File: config.mk
export PLATFORM = sky130hd
export DESIGN_NAME = core_idle_ctrl
export DESIGN_NICKNAME = d
export VERILOG_FILES = /design/src/rtl/idle_pkg.sv /design/src/rtl/idle_thread_track.sv /design/src/rtl/idle_wake_sense.sv /design/src/rtl/idle_seq_fsm.sv /design/src/rtl/core_idle_ctrl.sv
export SDC_FILE = /design/constraint.sdc
export NUM_CORES = 1
export LEC_CHECK = 0
export ABC_AREA = 1
export BUFFER_PORTS_ARGS = -buffer_cell sky130_fd_sc_hd__buf_2
export CAP_MARGIN = 20
export CORE_MARGIN = 3
export CORE_UTILIZATION = 45
export DETAILED_ROUTE_END_ITERATION = 6
export PLACE_DENSITY = 0.85
export SLEW_MARGIN = 20
export SYNTH_ARGS = -nofsm -noshare
export SYNTH_HDL_FRONTEND = slang
export SYNTH_SLANG_ARGS = --single-unit
export TNS_END_PERCENT = 50
File: constraint.sdc
create_clock -name clk -period 1.6 [get_ports clk]
set_clock_uncertainty 0.2 [all_clocks]
set_input_delay 0.24 -clock clk [delete_from_list [all_inputs] [get_ports clk]]
set_output_delay 0.24 -clock clk [all_outputs]
set_load 0.02 [all_outputs]
File: src/rtl/idle_pkg.sv
package idle_pkg;
  typedef enum logic [1:0] {
    ST_RUN   = 2'd0,
    ST_NAP   = 2'd1,
    ST_PURGE = 2'd2,
    ST_SLEEP = 2'd3
  } idle_st_e;
endpackage

File: src/rtl/idle_thread_track.sv
module idle_thread_track #(
  parameter int NT = 4
) (
  input  logic          clk,
  input  logic          rst_n,
  input  logic          accept,
  input  logic          clear,
  input  logic [NT-1:0] ps_valid,
  input  logic [NT-1:0] ps_kind,
  output logic          all_req,
  output logic          any_nap
);
  logic [NT-1:0] pend_q;
  logic [NT-1:0] sleep_q;

  for (genvar t = 0; t < NT; t++) begin : g_thr
    always_ff @(posedge clk or negedge rst_n) begin
      if (!rst_n) begin
        pend_q[t]  <= 1'b0;
        sleep_q[t] <= 1'b0;
      end else if (clear) begin
        pend_q[t]  <= 1'b0;
        sleep_q[t] <= 1'b0;
      end else if (accept && ps_valid[t]) begin
        pend_q[t]  <= 1'b1;
        sleep_q[t] <= ps_kind[t];
      end
    end
  end

  assign all_req = &pend_q;
  assign any_nap = |(pend_q & ~sleep_q);


  ignore_idle_chk: assert property (@(posedge clk) disable iff (!rst_n)
    (!accept && !clear) |=> $stable(pend_q));

  clear_empties_chk: assert property (@(posedge clk) disable iff (!rst_n)
    clear |=> (pend_q == '0));
endmodule

File: src/rtl/idle_wake_sense.sv
module idle_wake_sense (
  input  logic clk,
  input  logic rst_n,
  input  logic idle,
  input  logic clear,
  input  logic ext_irq,
  input  logic timer_irq,
  output logic wake_pend
);
  logic hit;
  assign hit = ext_irq | timer_irq;

  always_ff @(posedge clk or negedge rst_n) begin
    if (!rst_n)          wake_pend <= 1'b0;
    else if (clear)      wake_pend <= 1'b0;
    else if (!idle)      wake_pend <= 1'b0;
    else if (hit)        wake_pend <= 1'b1;
  end


  wake_latch_chk: assert property (@(posedge clk) disable iff (!rst_n)
    (idle && hit && !clear) |=> wake_pend);
endmodule

File: src/rtl/idle_seq_fsm.sv
module idle_seq_fsm
  import idle_pkg::*;
(
  input  logic     clk,
  input  logic     rst_n,
  input  logic     all_req,
  input  logic     any_nap,
  input  logic     wake_pend,
  input  logic     purge_done,
  input  logic     fw_maint,
  input  logic     drop_mode,
  output idle_st_e state,
  output logic     exit_now,
  output logic     drop_q,
  output logic     rst_pulse,
  output logic     slew_pulse
);
  idle_st_e state_n;

  assign exit_now = (state == ST_NAP || state == ST_SLEEP) && wake_pend && !fw_maint;

  always_comb begin
    state_n = state;
    unique case (state)
      ST_RUN:   if (all_req) state_n = any_nap ? ST_NAP : ST_PURGE;
      ST_NAP:   if (exit_now) state_n = ST_RUN;
      ST_PURGE: if (purge_done) state_n = ST_SLEEP;
      ST_SLEEP: if (exit_now) state_n = ST_RUN;
      default:  state_n = ST_RUN;
    endcase
  end

  always_ff @(posedge clk or negedge rst_n) begin
    if (!rst_n) begin
      state      <= ST_RUN;
      drop_q     <= 1'b0;
      rst_pulse  <= 1'b0;
      slew_pulse <= 1'b0;
    end else begin
      state      <= state_n;
      rst_pulse  <= exit_now;
      slew_pulse <= exit_now && (state == ST_NAP) && drop_q;
      if (state == ST_RUN && state_n == ST_NAP) drop_q <= drop_mode;
      else if (exit_now)                        drop_q <= 1'b0;
    end
  end


  entry_all_chk: assert property (@(posedge clk) disable iff (!rst_n)
    (state == ST_RUN && !all_req) |=> (state == ST_RUN));

  nap_choice_chk: assert property (@(posedge clk) disable iff (!rst_n)
    (state == ST_RUN && all_req && any_nap) |=> (state == ST_NAP));

  sleep_via_purge_chk: assert property (@(posedge clk) disable iff (!rst_n)
    (state == ST_SLEEP && $past(state) != ST_SLEEP) |-> ($past(state) == ST_PURGE));

  maint_hold_chk: assert property (@(posedge clk) disable iff (!rst_n)
    (fw_maint && state != ST_RUN) |=> (state != ST_RUN));

  rst_in_run_chk: assert property (@(posedge clk) disable iff (!rst_n)
    rst_pulse |-> (state == ST_RUN));
endmodule

File: src/rtl/core_idle_ctrl.sv
module core_idle_ctrl
  import idle_pkg::*;
#(
  parameter int NT = 4
) (
  input  logic          clk,
  input  logic          rst_n,
  input  logic [NT-1:0] ps_valid,
  input  logic [NT-1:0] ps_kind,
  input  logic          nap_fdrop_mode,
  input  logic          ext_irq,
  input  logic          timer_irq,
  input  logic          purge_done,
  input  logic          fw_maint,
  output logic [1:0]    idle_state,
  output logic          run_en,
  output logic          exec_clk_en,
  output logic          region_clk_en,
  output logic          purge_req,
  output logic          freq_drop_req,
  output logic          freq_slew_up,
  output logic [NT-1:0] thread_rst,
  output logic          all_sleep
);
  idle_st_e st;
  logic all_req, any_nap, wake_pend, exit_now, drop_q, rst_pulse, slew_pulse;
  logic running;

  assign running = (st == ST_RUN);

  idle_thread_track #(.NT(NT)) u_track (
    .clk(clk), .rst_n(rst_n), .accept(running), .clear(exit_now),
    .ps_valid(ps_valid), .ps_kind(ps_kind),
    .all_req(all_req), .any_nap(any_nap)
  );

  idle_wake_sense u_wake (
    .clk(clk), .rst_n(rst_n), .idle(!running), .clear(exit_now),
    .ext_irq(ext_irq), .timer_irq(timer_irq), .wake_pend(wake_pend)
  );

  idle_seq_fsm u_fsm (
    .clk(clk), .rst_n(rst_n), .all_req(all_req), .any_nap(any_nap),
    .wake_pend(wake_pend), .purge_done(purge_done), .fw_maint(fw_maint),
    .drop_mode(nap_fdrop_mode), .state(st), .exit_now(exit_now),
    .drop_q(drop_q), .rst_pulse(rst_pulse), .slew_pulse(slew_pulse)
  );

  assign idle_state    = st;
  assign run_en        = running;
  assign exec_clk_en   = running || fw_maint;
  assign region_clk_en = (st != ST_SLEEP) || fw_maint;
  assign purge_req     = (st == ST_PURGE);
  assign freq_drop_req = drop_q;
  assign freq_slew_up  = slew_pulse;
  assign thread_rst    = {NT{rst_pulse}};
  assign all_sleep     = (st == ST_SLEEP) && !fw_maint;


  sleep_clk_off_chk: assert property (@(posedge clk) disable iff (!rst_n)
    all_sleep |-> !region_clk_en);

  drop_only_nap_chk: assert property (@(posedge clk) disable iff (!rst_n)
    freq_drop_req |-> (idle_state == 2'd1));

  slew_after_exit_chk: assert property (@(posedge clk) disable iff (!rst_n)
    freq_slew_up |-> (run_en && thread_rst != '0));
endmodule

After elaboration in Yosys (flattened, before gate mapping). Index checks and enable logic that the tools add are counted.

Bits in registers: 14. Output and inout port bits: 13. Logic and storage cells: 71.

Eq/ne operators: 5. Muxes and demuxes: 26. Bitwise operators: 3. Reductions and logical operators: 24.

Operators by type and width (number): 1-bit two-way mux (21); 1-bit logical AND (10); 2-bit nonzero test (5); 2-bit two-way mux (4); 2-bit case mux with 3 select lines (1); 4-bit AND (1); 2-bit by 1-bit == test with 1-bit output (second input constant) (2); 2-bit == test (second input constant) (2); 4-bit inverter (1); 4-bit AND reduction (1); 4-bit OR reduction (1); 1-bit logical OR (3); 3-bit nonzero test (1); 2-bit zero test (1); 2-bit inequality test (second input constant) (1); 2-bit OR reduction (1); 1-bit zero test (1); 1-bit OR (1).

Longest topological paths before layout.
Word-level depth: 9. Mapped depth: 9.

Modules after synthesis. A second synthesis with hierarchy kept.

Cells, all modules: 94. Area total of the unflattened synthesis: 703.2 µm².

Modules (own cells, without submodules): idle_thread_track (times used 1, cells an instance 52, area each 371.6 µm², seq. area each 200.2 µm²); idle_seq_fsm (times used 1, cells an instance 23, area each 214.0 µm², seq. area each 125.1 µm²); core_idle_ctrl (times used 1, cells an instance 13, area each 66.3 µm², seq. area each 0.0 µm²); idle_wake_sense (times used 1, cells an instance 6, area each 51.3 µm², seq. area each 25.0 µm²).

Worst setup path before layout. No wires, ideal clock.

Path kind: register to output. Start: register u_fsm.state[1]. End: output port region_clk_en. Data arrival time: 1396 ps. Data required time: 1160 ps. Slack: -236 ps. Stages on the path, launching flop included: 4. Path buffers: 0. Cell sequence: dfrtp_1 -> inv_2 -> nor3_1 -> inv_1.

Word-level cells in the longest chain between the ends: 2.

RTL lines: start, declared (RTL line idle_seq_fsm.sv:12) `output idle_st_e state,`; start signal, assigned (RTL line idle_seq_fsm.sv:40) `state <= state_n;`; 2-bit inequality test (RTL line core_idle_ctrl.sv:52) `assign region_clk_en = (st != ST_SLEEP) || fw_maint;`; 1-bit logical OR (RTL line core_idle_ctrl.sv:52); end, declared (RTL line core_idle_ctrl.sv:18) `output logic region_clk_en,`.

Every way passes these cells.

Worst setup path after layout.
Start: register u_fsm.state[0]. End: output port region_clk_en.

The elaborated chain is that of the path after synthesis.

==> flow_metrics.env <==
export IMPL_numCtsBuffers=3
export IMPL_crit_path_start_kind="flip-flop"
export IMPL_finalSetupViolCount=1
export IMPL_cp_end_kind="output pin"
export IMPL_place_area_um2=852.1
export IMPL_seq_area_um2=351.6
export IMPL_placed_cells=120
export IMPL_hold_path_startpoint="ext_irq"
export IMPL_via_per_inst=4.792
export IMPL_maxSlewHeadroom_pct=79.11
export IMPL_vias=623
export IMPL_cts_sinks=14
export IMPL_htreeDepth=1
export IMPL_crit_required_ns=1.16
export IMPL_grt_usage_pct=16.53
export IMPL_r2r_start="u_fsm.state[0]$_DFF_PN0_"
export IMPL_synth_edf_count=0
export IMPL_grt_pass1_vias=609
export IMPL_cap_violations=0
export IMPL_place_ws_ns=0.2392
export IMPL_synth_common_cells="nand2_1 (18), dfrtp_1 (14), inv_1 (13)"
export IMPL_crit_family="flip-flops"
export IMPL_yosysTopAreaCell="dfrtp_1"
export IMPL_core_area_um2=1415
export IMPL_yosys_most_used_dff="dfrtp_1"
export IMPL_slowest_stage="dfrtp_2"
export IMPL_power_leakage_nw=0.5389
export IMPL_hold_viol_final=0
export IMPL_die_h_um=46.50
export IMPL_dr_pass1_iters=4
export IMPL_nets=131
export IMPL_num_rows=13
export IMPL_place_congestion=0.8353
export IMPL_violations="negative setup slack"
export IMPL_synth_most_common_cell="nand2_1"
export IMPL_synth_area_leaders="dfrtp_1 (47%), nand2_1 (9.2%), inv_1 (6.6%)"
export IMPL_hold_path_class="input pin to flip-flop"
export IMPL_root_buffer="clkbuf_4"
export IMPL_grt_setup_unrepaired="true"
export IMPL_antenna_cells=0
export IMPL_grt_pass1_wl_mm=2.435
export IMPL_min_to="u_wake.wake_pend$_DFFE_PN0P_"
export IMPL_finish_utilization_pct=67.37
export IMPL_final_area_um2=953.4
export IMPL_status="finished with violations"
export IMPL_worst_pin_slew_ns=0.3134
export IMPL_ant_nets=0
export IMPL_ff2ff_path_depth=4
export IMPL_ir_worst_vdd_mv=0.8998
export IMPL_multi_input_area_um2=284.0
export IMPL_critPathMaxStageDelay_ns=0.42
export IMPL_fin_crit_sh_pct=100.2
export IMPL_clk_pin_slew_worst_paths_ns=0.09
export IMPL_clkLatencyLatePin_ns=0.28
export IMPL_drcViolationCount=0
export IMPL_die_w_um=46.50
export IMPL_fin_cells=130
export IMPL_crit_type="flip-flop to output pin"
export IMPL_regToRegSetupSlack_ns=0.21
export IMPL_async_flop_share_pct=100.0
export IMPL_synthesis_area_um2=738.2
export IMPL_overflow=0
export IMPL_worst_slack_ns=-0.003112
export IMPL_cts_buffer_depth=2
export IMPL_synth_top_area_share_pct=47.46
export IMPL_netlist_cell_type_count=20
export IMPL_grt_max_degree=15
export IMPL_cp_cell_sequence="inv_2, nor3_2, inv_1, buf_6"
export IMPL_critPathBufInv=3
export IMPL_post_drt_wl_per_cell_um=11.50
export IMPL_arrival_ns=1.16
export IMPL_syn2layout_area_growth_pct=29.15
export IMPL_yosys_warnings=0
export IMPL_hold_path_depth=3
export IMPL_cts_tree="built"
export IMPL_place_hpwl_mm=1.094
export IMPL_die_area_um2=2162
export IMPL_io_pins=28
export IMPL_synth_cells=83
export IMPL_antenna_found_initial=0
export IMPL_synth_seq_cells=14
export IMPL_fmax_mhz=623.8
export IMPL_fill_cells=128
export IMPL_drive_gt1_share_pct=45.22
export IMPL_fin_crit_ns=1.603
export IMPL_power_density_nw_per_um2=1973
export IMPL_wirelength_mm=1.495
export IMPL_initial_utilization_pct=52.17
export IMPL_synth_avg_cell_area_um2=8.894
export IMPL_drv_slew=0
export IMPL_io_buffers=27
export IMPL_ys_seq_area_share_pct=47.46
export IMPL_drt_iter0_markers=7
export IMPL_cp_max_fo=6
export IMPL_regToRegEndpoint="u_track.sleep_q[3]$_DFFE_PN0P_"
export IMPL_synth_fp_nets=98
-- state kept, by name (all words and copies together) (netlist names) --
| signal | count |
|---|---|
| u_track.sleep_q | 4 |
| u_fsm.slew_pulse | 1 |
| u_fsm.state | 2 |
| u_fsm.drop_q | 1 |
| u_fsm.rst_pulse | 1 |
| u_track.pend_q | 4 |
| u_wake.wake_pend | 1 |
-- metal layers --
| metal | vias up | GRT usage, % | part of all wire [%] | wire, um |
|---|---|---|---|---|
| met1 | 276 | 19.28 | 41 | 608 |
| li1 | 317 | - | - | - |
| met4 | 0 | 10.23 | 1.5 | 22 |
| met2 | 26 | 27.20 | 49 | 739 |
| met3 | 4 | 3.516 | 8.4 | 125 |
| met5 | - | 0 | 0 | 0 |
-- worst reg2reg max path: stages, from the launching register on --
cell and delay, ns:
dfrtp_2 0.45, buf_4 0.14, nand3_2 0.12, inv_2 0.14, o31ai_4 0.24
-- placed cells by master (no fill, tap or decap), drive strengths merged --
master and count:
dfrtp 14, nand3 5, buf 30, o21ai 1
a211oi 2, clkbuf 4, nor2 11, a21oi 2
o31ai 2, nor3 4, nand2 19, dlygate4sd3 3
inv 17, a22oi 1
-- per-stage QoR --
stage | TNS, ns | power, mW | hold WS, ns
floorplan | 0 | 1.364 | -0.2556
global route | -0.2331 | 2.048 | 0.01566
finish | -0.003112 | 1.881 | 0.02839
global placement | 0 | 1.520 | -0.05562
CTS | -0.001906 | 1.854 | 0.01968
detailed placement | 0 | 1.554 | -0.04884
-- what timing repair did --
item / in CTS / in global routing
gates resized for setup: 1 / 4
endpoints found under the setup margin: 3 / 5
hold buffers: 3 / 0
endpoints found under the hold margin: 16 / 0
pin swaps: 1 / 0
buffers inserted: 2 / 1
gates cloned: 0 / 0
-- power by group --
part           internal, mW  switching (mW)  leakage (nW)
registers             0.513           0.107         0.169
logic                 0.387           0.623         0.349
clock network         0.138           0.113        0.0210
-- cell families after synthesis --
group,count (synthesis),synth area share (%)
AND/OR/NAND/NOR,39,26.27
buffers and inverters,22,14.75
flip-flops,14,47.46
AO/OA/AOI/OAI,8,11.53
-- layout make-up --
type / count / area share [%]
Clock buffer: 4 / 3.806
Inverter: 17 / 6.693
Multi-Input combinational cell: 47 / 29.79
Sequential cell: 14 / 36.88
Tap cell: 15 / 1.969
Timing Repair Buffer: 33 / 20.87
-- worst max-delay path by stage --
stage | startpoint | endpoint | slack, ns | cells past startpoint
global placement | u_fsm.state[1]$_DFF_PN0_ | u_track.sleep_q[3]$_DFFE_PN0P_ | 0.29 | 5
global route | u_fsm.state[0]$_DFF_PN0_ | region_clk_en | -0.08 | 4
floorplan | u_fsm.state[1]$_DFF_PN0_ | region_clk_en | 0.004 | 3
CTS | u_fsm.state[0]$_DFF_PN0_ | region_clk_en | -0.002 | 4
finish | u_fsm.state[0]$_DFF_PN0_ | region_clk_en | -0.003 | 4
detailed placement | u_fsm.state[1]$_DFF_PN0_ | u_track.sleep_q[3]$_DFFE_PN0P_ | 0.24 | 5
(Power assumes the default switching activity.)
